## config.mk

```make
export PLATFORM = sky130hd
export DESIGN_NAME = irq_level_resolver
export DESIGN_NICKNAME = d
export VERILOG_FILES = /design/src/rtl/irq_res_pkg.sv /design/src/rtl/irq_pend_detect.sv /design/src/rtl/irq_prio_scan.sv /design/src/rtl/irq_ack_capture.sv /design/src/rtl/irq_level_resolver.sv
export SDC_FILE = /design/constraint.sdc
export NUM_CORES = 1
export LEC_CHECK = 0
export ABC_AREA = 1
export BUFFER_PORTS_ARGS = -buffer_cell sky130_fd_sc_hd__clkbuf_2
export CORE_AREA = 2 2 138 140
export CTS_CLUSTER_SIZE = 24
export DETAILED_ROUTE_END_ITERATION = 10
export DIE_AREA = 0 0 140 142
export MAX_ROUTING_LAYER = met4
export PLACE_DENSITY_LB_ADDON = 0.2
export SLEW_MARGIN = 20
export SYNTH_ARGS = -nofsm -noshare
export SYNTH_HDL_FRONTEND = slang
export SYNTH_SLANG_ARGS = --single-unit
export TNS_END_PERCENT = 20
```

## constraint.sdc

```tcl
create_clock -name clk -period 36.3 [get_ports clk]
set_clock_uncertainty 0.1 [all_clocks]
set_input_delay 7.26 -clock clk [delete_from_list [all_inputs] [get_ports clk]]
set_output_delay 7.26 -clock clk [all_outputs]
set_load 0.01 [all_outputs]
```

## src/rtl/irq_res_pkg.sv

```systemverilog
// Shared constants and types for the interrupt priority resolver.
package irq_res_pkg;
    localparam int LVL_W = 3;
    typedef logic [LVL_W-1:0] lvl_t;
    localparam lvl_t IDLE_LVL = '1;
endpackage

```

## src/rtl/irq_pend_detect.sv

```systemverilog
// Pending detector: one flag per group, set when request AND enable is
// nonzero. Assumes request and enable are packed SRC_W bits per group.
module irq_pend_detect #(
    parameter int NUM_GROUPS = 31,
    parameter int SRC_W      = 4
) (
    input  logic [NUM_GROUPS*SRC_W-1:0] req,
    input  logic [NUM_GROUPS*SRC_W-1:0] en,
    output logic [NUM_GROUPS-1:0]       pend
);
    for (genvar g = 0; g < NUM_GROUPS; g++) begin : g_pend
        // reduce the masked request of one group to a single flag
        assign pend[g] = |(req[g*SRC_W +: SRC_W] & en[g*SRC_W +: SRC_W]);
    end
endmodule

```

## src/rtl/irq_prio_scan.sv

```systemverilog
// Priority scan: walks the competing groups in ascending order and keeps
// a group only when its level is strictly smaller, so ties go to the
// lowest number. The result is registered. Assumes pend/lvl are indexed
// from the first competing group.
module irq_prio_scan
    import irq_res_pkg::*;
#(
    parameter int NUM_LVL = 29,
    parameter int FIRST   = 2,
    parameter int GID_W   = 5
) (
    input  logic                     clk,
    input  logic                     rst_n,
    input  logic [NUM_LVL-1:0]       pend,
    input  logic [NUM_LVL*LVL_W-1:0] lvl,
    output lvl_t                     level_q,
    output logic [GID_W-1:0]         sel_q
);
    lvl_t             best_lvl;
    logic [GID_W-1:0] best_gid;

    // linear search for the most urgent pending group
    always_comb begin
        best_lvl = IDLE_LVL;
        best_gid = '0;
        for (int i = 0; i < NUM_LVL; i++) begin
            if (pend[i] && (lvl[i*LVL_W +: LVL_W] < best_lvl)) begin
                best_lvl = lvl[i*LVL_W +: LVL_W];
                best_gid = GID_W'(i + FIRST);
            end
        end
    end

    // register the chosen level and group
    always_ff @(posedge clk) begin
        if (!rst_n) begin
            level_q <= IDLE_LVL;
            sel_q   <= '0;
        end else begin
            level_q <= best_lvl;
            sel_q   <= best_gid;
        end
    end


    idle_sel_chk: assert property (@(posedge clk) disable iff (!rst_n)
        (sel_q == '0) |-> (level_q == IDLE_LVL));

    sel_range_chk: assert property (@(posedge clk) disable iff (!rst_n)
        (sel_q != '0) |-> (int'(sel_q) >= FIRST && int'(sel_q) < FIRST + NUM_LVL));
endmodule

```

## src/rtl/irq_ack_capture.sv

```systemverilog
// Acknowledge capture: stores the presented group on ack and serves the
// read port. Byte 0 is group*4 while that group still pends, byte 1 is 0.
// The write strobe is accepted and discarded.
module irq_ack_capture #(
    parameter int NUM_GROUPS = 31,
    parameter int GID_W      = 5,
    parameter int DATA_W     = 8
) (
    input  logic                  clk,
    input  logic                  rst_n,
    input  logic                  ack_valid,
    input  logic [GID_W-1:0]      sel_in,
    input  logic [NUM_GROUPS-1:0] pend,
    input  logic                  rd_byte,
    input  logic                  wr_en,
    output logic [DATA_W-1:0]     rd_data
);
    logic [GID_W-1:0] acc_q;
    logic             acc_live;

    // capture the presented group on acknowledge
    always_ff @(posedge clk) begin
        if (!rst_n)         acc_q <= '0;
        else if (ack_valid) acc_q <= sel_in;
    end

    // look up whether the captured group still pends
    always_comb begin
        acc_live = 1'b0;
        for (int g = 0; g < NUM_GROUPS; g++)
            if (int'(acc_q) == g) acc_live = pend[g];
    end

    // read data mux
    always_comb begin
        rd_data = '0;
        if (!rd_byte && acc_live) rd_data = DATA_W'({acc_q, 2'b00});
    end


    ack_capture_chk: assert property (@(posedge clk) disable iff (!rst_n)
        ack_valid |=> (acc_q == $past(sel_in)));

    write_ignored_chk: assert property (@(posedge clk) disable iff (!rst_n)
        (wr_en && !ack_valid) |=> $stable(acc_q));

    rd_align_chk: assert property (@(posedge clk) disable iff (!rst_n)
        rd_data[1:0] == 2'b00);
endmodule

```

## src/rtl/irq_level_resolver.sv

```systemverilog
// Top: pending detection, registered priority scan, acknowledge capture,
// NMI pulse and acknowledge-level check. Groups below NMI_GROUPS are
// non-maskable; groups NMI_GROUPS..LAST_GROUP compete by level.
module irq_level_resolver
    import irq_res_pkg::*;
#(
    parameter int NMI_GROUPS = 2,
    parameter int LAST_GROUP = 30,
    parameter int SRC_W      = 4,
    parameter int DATA_W     = 8,
    localparam int NUM_GROUPS = LAST_GROUP + 1,
    localparam int NUM_LVL    = NUM_GROUPS - NMI_GROUPS,
    localparam int GID_W      = $clog2(NUM_GROUPS)
) (
    input  logic                        clk,
    input  logic                        rst_n,
    input  logic [NUM_GROUPS*SRC_W-1:0] grp_req,
    input  logic [NUM_GROUPS*SRC_W-1:0] grp_en,
    input  logic [NUM_LVL*LVL_W-1:0]    grp_lvl,
    input  logic [NMI_GROUPS-1:0]       nmi_event,
    input  logic                        ack_valid,
    input  logic [LVL_W-1:0]            ack_level,
    input  logic                        rd_byte,
    input  logic                        wr_en,
    output logic [LVL_W-1:0]            level_out,
    output logic                        nmi_pulse,
    output logic                        ack_mismatch,
    output logic [DATA_W-1:0]           rd_data
);
    logic [NUM_GROUPS-1:0] pend;
    logic [GID_W-1:0]      sel_q;
    logic                  nmi_q;

    irq_pend_detect #(.NUM_GROUPS(NUM_GROUPS), .SRC_W(SRC_W)) u_pend (
        .req (grp_req),
        .en  (grp_en),
        .pend(pend)
    );

    irq_prio_scan #(.NUM_LVL(NUM_LVL), .FIRST(NMI_GROUPS), .GID_W(GID_W)) u_scan (
        .clk    (clk),
        .rst_n  (rst_n),
        .pend   (pend[NUM_GROUPS-1:NMI_GROUPS]),
        .lvl    (grp_lvl),
        .level_q(level_out),
        .sel_q  (sel_q)
    );

    irq_ack_capture #(.NUM_GROUPS(NUM_GROUPS), .GID_W(GID_W), .DATA_W(DATA_W)) u_cap (
        .clk      (clk),
        .rst_n    (rst_n),
        .ack_valid(ack_valid),
        .sel_in   (sel_q),
        .pend     (pend),
        .rd_byte  (rd_byte),
        .wr_en    (wr_en),
        .rd_data  (rd_data)
    );

    // one-cycle NMI pulse on an event to a pending non-maskable group
    always_ff @(posedge clk) begin
        if (!rst_n) nmi_q <= 1'b0;
        else        nmi_q <= |(nmi_event & pend[NMI_GROUPS-1:0]);
    end
    assign nmi_pulse = nmi_q;

    // compare the acknowledged level with the one being presented
    assign ack_mismatch = ack_valid && (ack_level != level_out);


    idle_level_chk: assert property (@(posedge clk) disable iff (!rst_n)
        !(|pend[NUM_GROUPS-1:NMI_GROUPS]) |=> (level_out == IDLE_LVL));

    nmi_cause_chk: assert property (@(posedge clk) disable iff (!rst_n)
        nmi_pulse |-> $past(|nmi_event));

    mismatch_cause_chk: assert property (@(posedge clk) disable iff (!rst_n)
        ack_mismatch |-> ack_valid);
endmodule

```

After elaboration in Yosys (flattened, before gate mapping):

Cells that the tools add are included.

* bits in registers: 14
* input bits: 345
* output and inout bits: 13

* bitwise operators: 33
* multiplexer cells: 90
* reduce and logical (&&, ||, !) cells: 66
* eq/ne operators: 31
* $lt $le $gt $ge: 29

Operators by type and width (number)
* $and A4 B4 Y4: 31
* $reduce_or A4 Y1: 31
* $mux W3: 33
* $lt A3 B3 Y1: 28
* $eq A5 B5 Y1 const B: 16
* $mux W5: 15
* $eq A5 B4 Y1 const B: 8
* $mux W4: 8
* $logic_and A1 B1 Y1: 31
* $mux W1: 31
* $eq A5 B3 Y1 const B: 4
* $eq A5 B2 Y1 const B: 2
* $mux W7: 1
* $logic_not A5 Y1: 1
* $mux W2: 2
* $reduce_or A2 Y1: 2
* $lt A3 B3 Y1 const B: 1
* $ne A3 B3 Y1: 1
* $and A2 B2 Y2: 1
* $logic_not A1 Y1: 1
* $not A1 Y1: 1

Longest topological paths before layout:

Gate-level depths: netlist (run 1).

* depth in word-level cells: 88
* depth in mapped cells: 177
* gate-level depth less buffers: 177

By module:

From an unflattened synthesis (run 1), not the netlist that was laid out.

* cells, all modules: 1125
* area total of the unflattened synthesis: 5290.1 µm²

By module, submodules not included
* irq_prio_scan: area each 3410.8 µm², sequential area each 160.2 µm², times used 1, cells each 695
* irq_pend_detect: area each 1047.3 µm², sequential area each 0.0 µm², times used 1, cells each 279
* irq_ack_capture: area each 738.2 µm², sequential area each 100.1 µm², times used 1, cells each 133
* irq_level_resolver: area each 93.8 µm², sequential area each 20.0 µm², times used 1, cells each 18

Least setup slack after synthesis (run 1):

OpenSTA, ideal clock, no wires.

* kind: input to register
* start point: in grp_req[10]
* end point: reg u_scan.level_q[0]
* setup slack: 15.581 ns
* path buffers: 0
* arrival: 20.497 ns
* library setup time: 0.122 ns
* cell stages on the path: 134
* path through: nand2_1 -> nand2_1 -> inv_1 -> nand2_2 -> inv_1 -> or2_1 -> nand2_1 -> nand2_2 -> nand2_2 -> nand2_1 -> nand2_1 -> nand2_1 -> nand2_1 -> nand2_2 -> nand2_2 -> nand2_1 -> nand2_1 -> nand2_1 -> [98 not listed] -> nor2_2 -> nor2_4 -> nand3_1 -> nand2_1 -> a21oi_2 -> a21oi_1 -> a31oi_1 -> ha_1 -> a211oi_1 -> nand2_4 -> nand2_1 -> o21a_1 -> inv_1 -> ha_1 -> a211oi_1 -> nand2_4 -> nand2_1 -> nand3_1

* word-level cells in the longest chain between the ends: 88

Ends and longest elaborated chain
* start: declaration: RTL line irq_level_resolver.sv:17 `input logic [NUM_GROUPS*SRC_W-1:0] grp_req,`
* $and A4 B4 Y4 *: RTL line irq_pend_detect.sv:13 `assign pend[g] = |(req[g*SRC_W +: SRC_W] & en[g*SRC_W +: SRC_W]);`
* $reduce_or A4 Y1 *: RTL line irq_pend_detect.sv:13
* $logic_and A1 B1 Y1 *: RTL line irq_prio_scan.sv:27 `if (pend[i] && (lvl[i*LVL_W +: LVL_W] < best_lvl)) begin`
* $mux W3 *: RTL line irq_prio_scan.sv:27
* $lt A3 B3 Y1: RTL line irq_prio_scan.sv:27
* $logic_and A1 B1 Y1: RTL line irq_prio_scan.sv:27
* $mux W3 *: RTL line irq_prio_scan.sv:27
* $lt A3 B3 Y1: RTL line irq_prio_scan.sv:27
* [72 not listed]
* $logic_and A1 B1 Y1: RTL line irq_prio_scan.sv:27
* $mux W3 *: RTL line irq_prio_scan.sv:27
* $lt A3 B3 Y1: RTL line irq_prio_scan.sv:27
* $logic_and A1 B1 Y1: RTL line irq_prio_scan.sv:27
* $mux W3 *: RTL line irq_prio_scan.sv:27
* $lt A3 B3 Y1: RTL line irq_prio_scan.sv:27
* $logic_and A1 B1 Y1: RTL line irq_prio_scan.sv:27
* $mux W3 *: RTL line irq_prio_scan.sv:27
* end signal: assignment: RTL line irq_prio_scan.sv:40 `level_q <= best_lvl;`
* end: declaration: RTL line irq_prio_scan.sv:16 `output lvl_t level_q,`

Every way passes the cells marked *; elsewhere a longest branch is shown, timed or not.
A chain may end at the register's enable or synchronous reset.

Final worst setup path (run 1):

* start point: in grp_req[10]
* end point: reg u_scan.level_q[2]

Same word-level chain as after synthesis.

==> reports/metrics.cfg, run 1 <==
[clock_network]
cts_buffer_depth = 2
cts_resized = 0
cts_tree = done
ctsRootBufferMaster = clkbuf_16
ctsHoldBuffers = 0
clkLatencyLatePin_ps = 240
cts-buffers-inserted = 3
cts_sinks = 14
cts.clk_slew.worst_paths_ps = 50
htree_levels = 1
cts_setup_buffers = 0

[critical_path]
crit_family = simple AND/OR/NAND/NOR gates
regToRegEndpoint = u_cap.acc_q[4]$_SDFFE_PN0P_
cp-start-kind = input pin
slowest_delay_ps = 710
r2r_cells = 2
crit_path_max_fanout = 8
crit_start = grp_req[10]
r2r_setup_slack_ps = 34760
slowest_stage = a211oi_1
critPathRequiredTime_ps = 36320
cp_data_arrival_time_ps = 22880
critical_path_class = in2reg
reg2reg_from = u_cap.acc_q[4]$_SDFFE_PN0P_
crit_buf_inv = 4
cp-end-kind = flip-flop
cpMostUsedCell = nand2_1

[global_routing]
track_usage_pct = 17.6
antenna_found_initial = 0
grt_remaining_overflow = 0
grt_pass1_vias = 6336
grt_max_degree = 23
grt_pass1_wl_mm = 28.3

[worst_hold_path]
hold_start = u_scan.sel_q[4]$_SDFF_PN0_
min_path_cells = 2
hold_path_end = u_cap.acc_q[4]$_SDFFE_PN0P_
hp-class = reg2reg

[logic_synthesis]
synthArstFlopShare_pct = 0
ys_seq_area_share_pct = 5.89
synth_edf_count = 0
synth_ff_type = dfxtp_1
synth_most_common_cell = nand2_1
synthTopCellsByArea = nand2_1, nand3_1, inv_1
synth.avg_cell_area_sq_um = 5.21
synth_warnings = 0
yosys.area.top_type_share_pct = 20.9
syn_inst = 912
ys_ff_latch = 14
netlist-cell-type-count = 43
syn_area_sq_um = 4760
synthTopCellsByCount = nand2_1, nand3_1, inv_1
yosysTopAreaCell = nand2_1

[detailed_routing]
ant_nets = 0
drt_first_iter_violations = 299
vias = 6844
wl_mm = 18.6
wl_per_cell_um = 12.4
drc_errors = 19
dr.pass1.iters = 10
via_per_inst = 4.57

[timing]
tightest_slew_ps = 868
period_needed_ps = 22860
finalSetupTns_ps = 0
setup_viol = 0
maxSlewHeadroom_pct = 41.8
final_hold_viol_count = 0
rsz0062_at_grt = no
min_period_over_period_pct = 63.0
fmax_ghz = 0.0437
drv_slew = 0

[floorplanning]
ios = 358
initial_utilization_pct = 25.8
row_count = 50
core-area_sq_um = 18500
die_area_sq_um = 19900
die_w_um = 140
die_h_um = 142

[outcome]
status = complete, but fails checks
violations = design-rule violations

[flow_run]
cap_violations = 0

[layout]
nets = 1613
layout.cells.non_filler = 1497
antenna_cells = 0
fin_area_sq_um = 6870
area_growth_pct = 44.4
final_layout_size_suffix_gt1_share_pct = 37.6
multi_input_area_sq_um = 3890
fillerInstances = 2096
regArea_sq_um = 280

[placement]
place.gp.congestion = 0.861
dp_hpwl_mm = 17.1
dp.cells = 1493
port_buffers = 353
place_area_sq_um = 6780

[pwr]
power_density_nw_per_um2 = 40.3
worst_ir_drop_vdd_uv = 28.7
p_leak_nw = 4.22

[metal layers]
layer  wire, um  vias to the layer above  global-route usage, %
li1           -                     3720                      -
met1       8310                     2883                   21.8
met2       9030                      229                   31.7
met3       1050                       12                   2.09
met4        165                        0                   2.50
met5          0                        -                      -
[sequential cells by signal (all words and copies together), names as in the netlist]
register        flops
u_cap.acc_q         5
nmi_pulse           1
u_scan.level_q      3
u_scan.sel_q        5
[logic make-up (layout without fill, tap and decap cells)]
logic type,after synthesis,after routing,share of synthesized area [%]
AOI/OAI and AO/OA,114,114,17.5
xor gates and xnor gates,3,3,0.553
adders and majority gates,4,4,1.05
buffers and inverters,155,504,12.5
DFF,14,14,5.89
other,1,3,0.0789
and+or+nand+nor,621,621,62.4
[where the power goes]
part	total, mW	internal [mW]	switching (mW)
registers	0.0224	0.0198	0.00256
logic	0.232	0.0876	0.144
clock network	0.0228	0.0167	0.00609
total	0.277	0.124	0.153
[tightest hold or removal path, stage by stage (launching register included)]
cell,delay (ps)
dfxtp_1,300
o21ai_0,70
a21oi_1,100
[how the worst max path moves through the flow]
stage	slack [ps]	to	depth (start not counted)
after global routing	10950	u_scan.level_q[2]$_SDFF_PN1_	159
after detailed placement	13180	u_scan.level_q[2]$_SDFF_PN1_	154
after CTS	13380	u_scan.level_q[2]$_SDFF_PN1_	155
after global placement	13310	u_scan.level_q[2]$_SDFF_PN1_	164
after floorplan	15580	u_scan.level_q[0]$_SDFF_PN1_	134
final	13440	u_scan.level_q[2]$_SDFF_PN1_	155
[cells in the final DEF (no fill, tap or decap), types with 2 or more instances in the layout]
master     Yosys  layout
a211oi_1       5       5
a21oi_1       20      20
a21oi_2        3       3
a221oi_1      21      21
a22o_1        29      29
a31oi_1        7       7
and2_1         3       3
and2_4        14      14
clkbuf_16      0       3
clkbuf_2       0     353
clkinv_1       2       2
conb_1         1       3
dfxtp_1       14      14
ha_1           4       4
inv_1        141     141
inv_2          4       4
nand2_1      265     265
nand2_2       53      53
nand2_4        6       6
nand3_1      152     152
nand3_2        3       3
nand3b_1       4       4
nand4_1       11      11
nor2_1        64      64
nor2_2        30      30
nor2_4         4       4
nor3_1         6       6
nor4_1         4       4
o21a_1         2       2
o21ai_0       14      14
o221ai_1       2       2
o31ai_1        4       4
xnor2_1        3       3
[final cells by class]
type / count / share of cell area, %
clock buffer: 4 / 1.29
multi-input combinational: 745 / 56.6
tap: 234 / 4.26
sequential: 14 / 4.08
inverter: 147 / 8.03
timing repair buffer: 353 / 25.7
[stage by stage]
step                      util, %  setup slack, ps  hold WS, ps  power [mW]
final                        37.2            13440          409       0.277
after global placement       36.7            13310          395       0.255
after detailed placement     36.7            13180          399       0.255
after floorplan                 -            15580          377       0.196
after global routing         37.2            10950          444       0.314
after CTS                    37.2            13380          410       0.280
Power figures use the tool's default switching activity.
==> inputs of run 2 (changes only) <==
--- a/config.mk
+++ b/config.mk
@@ -7,10 +7,10 @@
 export LEC_CHECK = 0
 export ABC_AREA = 1
 export BUFFER_PORTS_ARGS = -buffer_cell sky130_fd_sc_hd__clkbuf_2
-export CORE_AREA = 2 2 138 140
+export CORE_AREA = 2 2 137 139
 export CTS_CLUSTER_SIZE = 24
 export DETAILED_ROUTE_END_ITERATION = 10
-export DIE_AREA = 0 0 140 142
+export DIE_AREA = 0 0 139 141
 export MAX_ROUTING_LAYER = met4
 export PLACE_DENSITY_LB_ADDON = 0.2
 export SLEW_MARGIN = 20
==> constraint.sdc (replaced) <==
create_clock -name clk -period 19.9 [get_ports clk]
set_clock_uncertainty 0.1 [all_clocks]
set_input_delay 3.98 -clock clk [delete_from_list [all_inputs] [get_ports clk]]
set_output_delay 3.98 -clock clk [all_outputs]
set_load 0.01 [all_outputs]
==> run 2 against run 1 <==
Compared with the run above:
- the run now ends clean
- first-iteration DRC count decreased by 24%
- highest routed layer unchanged
- final area increased by 18%
- critical endpoint is now u_scan.level_q[1]$_SDFF_PN1_
- worst setup slack got worse by 13000 ps
- count of clock-buffer cells in the layout unchanged
- cell count increased by 2.8%
- hold slack about the same
- critical path depth increased by 11
==> reports/metrics.cfg, run 2 (synthesis results as in run 1) <==
[critical_path]
cp.depth = 166  ; +7.1%
slowest_stage = ha_1
r2r_cells = 2  ; unchanged
cp-start-kind = input pin
crit_family = simple AND/OR/NAND/NOR gates
critPathRequiredTime_ps = 19930  ; -16390 ps
cpMostUsedCell = nand2_2
critical_path_class = in2reg
slowest_delay_ps = 300  ; -410 ps
cp-end-kind = flip-flop
crit_path_max_fanout = 7  ; -1
crit_buf_inv = 6  ; +2
cp_data_arrival_time_ps = 18990  ; -3890 ps

[detailed_routing]
wl_mm = 20.0  ; +7.6%
ant_nets = 0  ; unchanged
wl_per_cell_um = 13.0  ; +4.7%
vias = 7242  ; +5.8%
drt_first_iter_violations = 228  ; -24%
drc_errors = 0  ; -19
dr.pass1.iters = 4  ; -6
via_per_inst = 4.71  ; +2.9%

[pwr]
p_leak_nw = 4.65  ; +10%
worst_ir_drop_vdd_uv = 48.0  ; +67%
power_density_nw_per_um2 = 81.2  ; +100%

[layout]
top_regs = u_cap.acc_q: 5 flops, u_scan.sel_q: 5 flops, u_scan.level_q: 3 flops
layout.cells.non_filler = 1539  ; +2.8%
final_cell_mix = clkbuf_2, nand2_1, inv_1
area_growth_pct = 69.8
final_layout_size_suffix_gt1_share_pct = 52.6  ; +15 points
fin_area_sq_um = 8080  ; +18%
antenna_cells = 0  ; unchanged
final_common_cell = clkbuf_2
final_core_util_pct = 44.2  ; +7.0 points
nets = 1655  ; +2.6%

[clock_network]
cts_tree = done
cts_buffer_depth = 2  ; unchanged
cts.clk_slew.worst_paths_ps = 50  ; about the same
clkLatencyLatePin_ps = 250  ; about the same
htree_levels = 1  ; unchanged
cts_sinks = 14  ; unchanged
cts-buffers-inserted = 3  ; unchanged
ctsRootBufferMaster = clkbuf_16

[timing]
drv_slew = 0  ; unchanged
fmax_ghz = 0.0527
timing.hold.ws_ps = 409  ; -0.320 ps
setup_viol = 0  ; unchanged
rsz0062_at_grt = yes
tightest_slew_ps = 1120  ; +256 ps
final_hold_viol_count = 0  ; unchanged
maxSlewHeadroom_pct = 25.0  ; -17 points
period_needed_ps = 18970
setup_ws_ps = 934  ; -12500 ps
min_period_over_period_pct = 95.3

[flow_run]
cap_violations = 0  ; unchanged

[placement]
place_area_sq_um = 6790  ; +0.11%
dp.cells = 1494  ; +0.067%
dp_hpwl_mm = 16.9  ; -1.2%
place.gp.congestion = 0.833  ; -3.2%
port_buffers = 353  ; unchanged
pre_cts_ws_ps = 616  ; -12570 ps

[global_routing]
grt_remaining_overflow = 0  ; unchanged
grt.busiest_layer = met2
grt_max_degree = 23  ; unchanged
antenna_found_initial = 0  ; unchanged
met3_usage_pct = 1.94  ; -0.15 points
use_met1_pct = 23.4  ; +1.7 points
met2_usage_pct = 33.1  ; +1.3 points
grt_pass1_vias = 6481  ; +2.3%
grt_pass1_wl_mm = 29.6  ; +4.5%
track_usage_pct = 18.4  ; +0.74 points

[floorplanning]
ios = 358  ; unchanged
die_h_um = 141  ; -0.70%
row_count = 50  ; unchanged
initial_utilization_pct = 26.0  ; +0.26 points
core-area_sq_um = 18300  ; -1.0%
die_w_um = 139  ; -0.71%
die_area_sq_um = 19600  ; -1.4%

[worst_hold_path]
hp-class = reg2reg
min_path_cells = 2  ; unchanged

[outcome]
status = completed

-- run 2: cell count changes in the layout (fill, tap and decap cells not counted), sizes merged --
cell / previous run / this run
buf: 0 / 42
inv: 145 / 146
clkinv: 2 / 1
-- run 2: path summary, 6_finish.rpt --
path | slack [ps] | start | to
max | 930 | grp_req[9] | u_scan.level_q[1]$_SDFF_PN1_
min | 410 | u_scan.sel_q[2]$_SDFF_PN0_ | u_cap.acc_q[2]$_SDFFE_PN0P_
max reg2reg | 18330 | u_cap.acc_q[4]$_SDFFE_PN0P_ | u_cap.acc_q[4]$_SDFFE_PN0P_
min reg2reg | 410 | u_scan.sel_q[2]$_SDFF_PN0_ | u_cap.acc_q[2]$_SDFFE_PN0P_
-- run 2: what timing repair did --
action | in CTS | in global routing
hold buffers | 0 | 0
setup endpoints to repair | 0 | 8
buffers inserted | 0 | 41
resized for setup | 0 | 233
-- run 2: layer usage --
layer | up-vias | share of wire, %
met2 | 185 | 51
li1 | 3792 | -
met4 | 0 | 0.56
met3 | 8 | 4.5
met1 | 3257 | 44
met5 | - | 0
-- run 2: power breakdown --
group | internal (mW) | total, mW | switching [mW]
Sequential | 0.0362 | 0.0412 | 0.00509
Clock | 0.0305 | 0.0433 | 0.0128
Combinational | 0.231 | 0.571 | 0.340
Total | 0.298 | 0.656 | 0.358
-- run 2: layout make-up --
class	count	area (sq um)
fill	2002	10200
multi-input combinational	745	4780
timing repair buffer	395	2080
inverter	147	552
sequential	14	280
clock buffer	4	88.8
tap	234	293
-- run 2: through the flow --
step,total power [mW],TNS (ps)
finish,0.656,0
global route,0.724,-4330
CTS,0.511,0
detailed placement,0.465,0
global placement,0.463,0
floorplan,0.357,0
-- run 2: tightest hold or removal path: stages (launching register included) --
cell and delay [ps]:
dfxtp_1 290, o21ai_0 70, a21oi_1 100
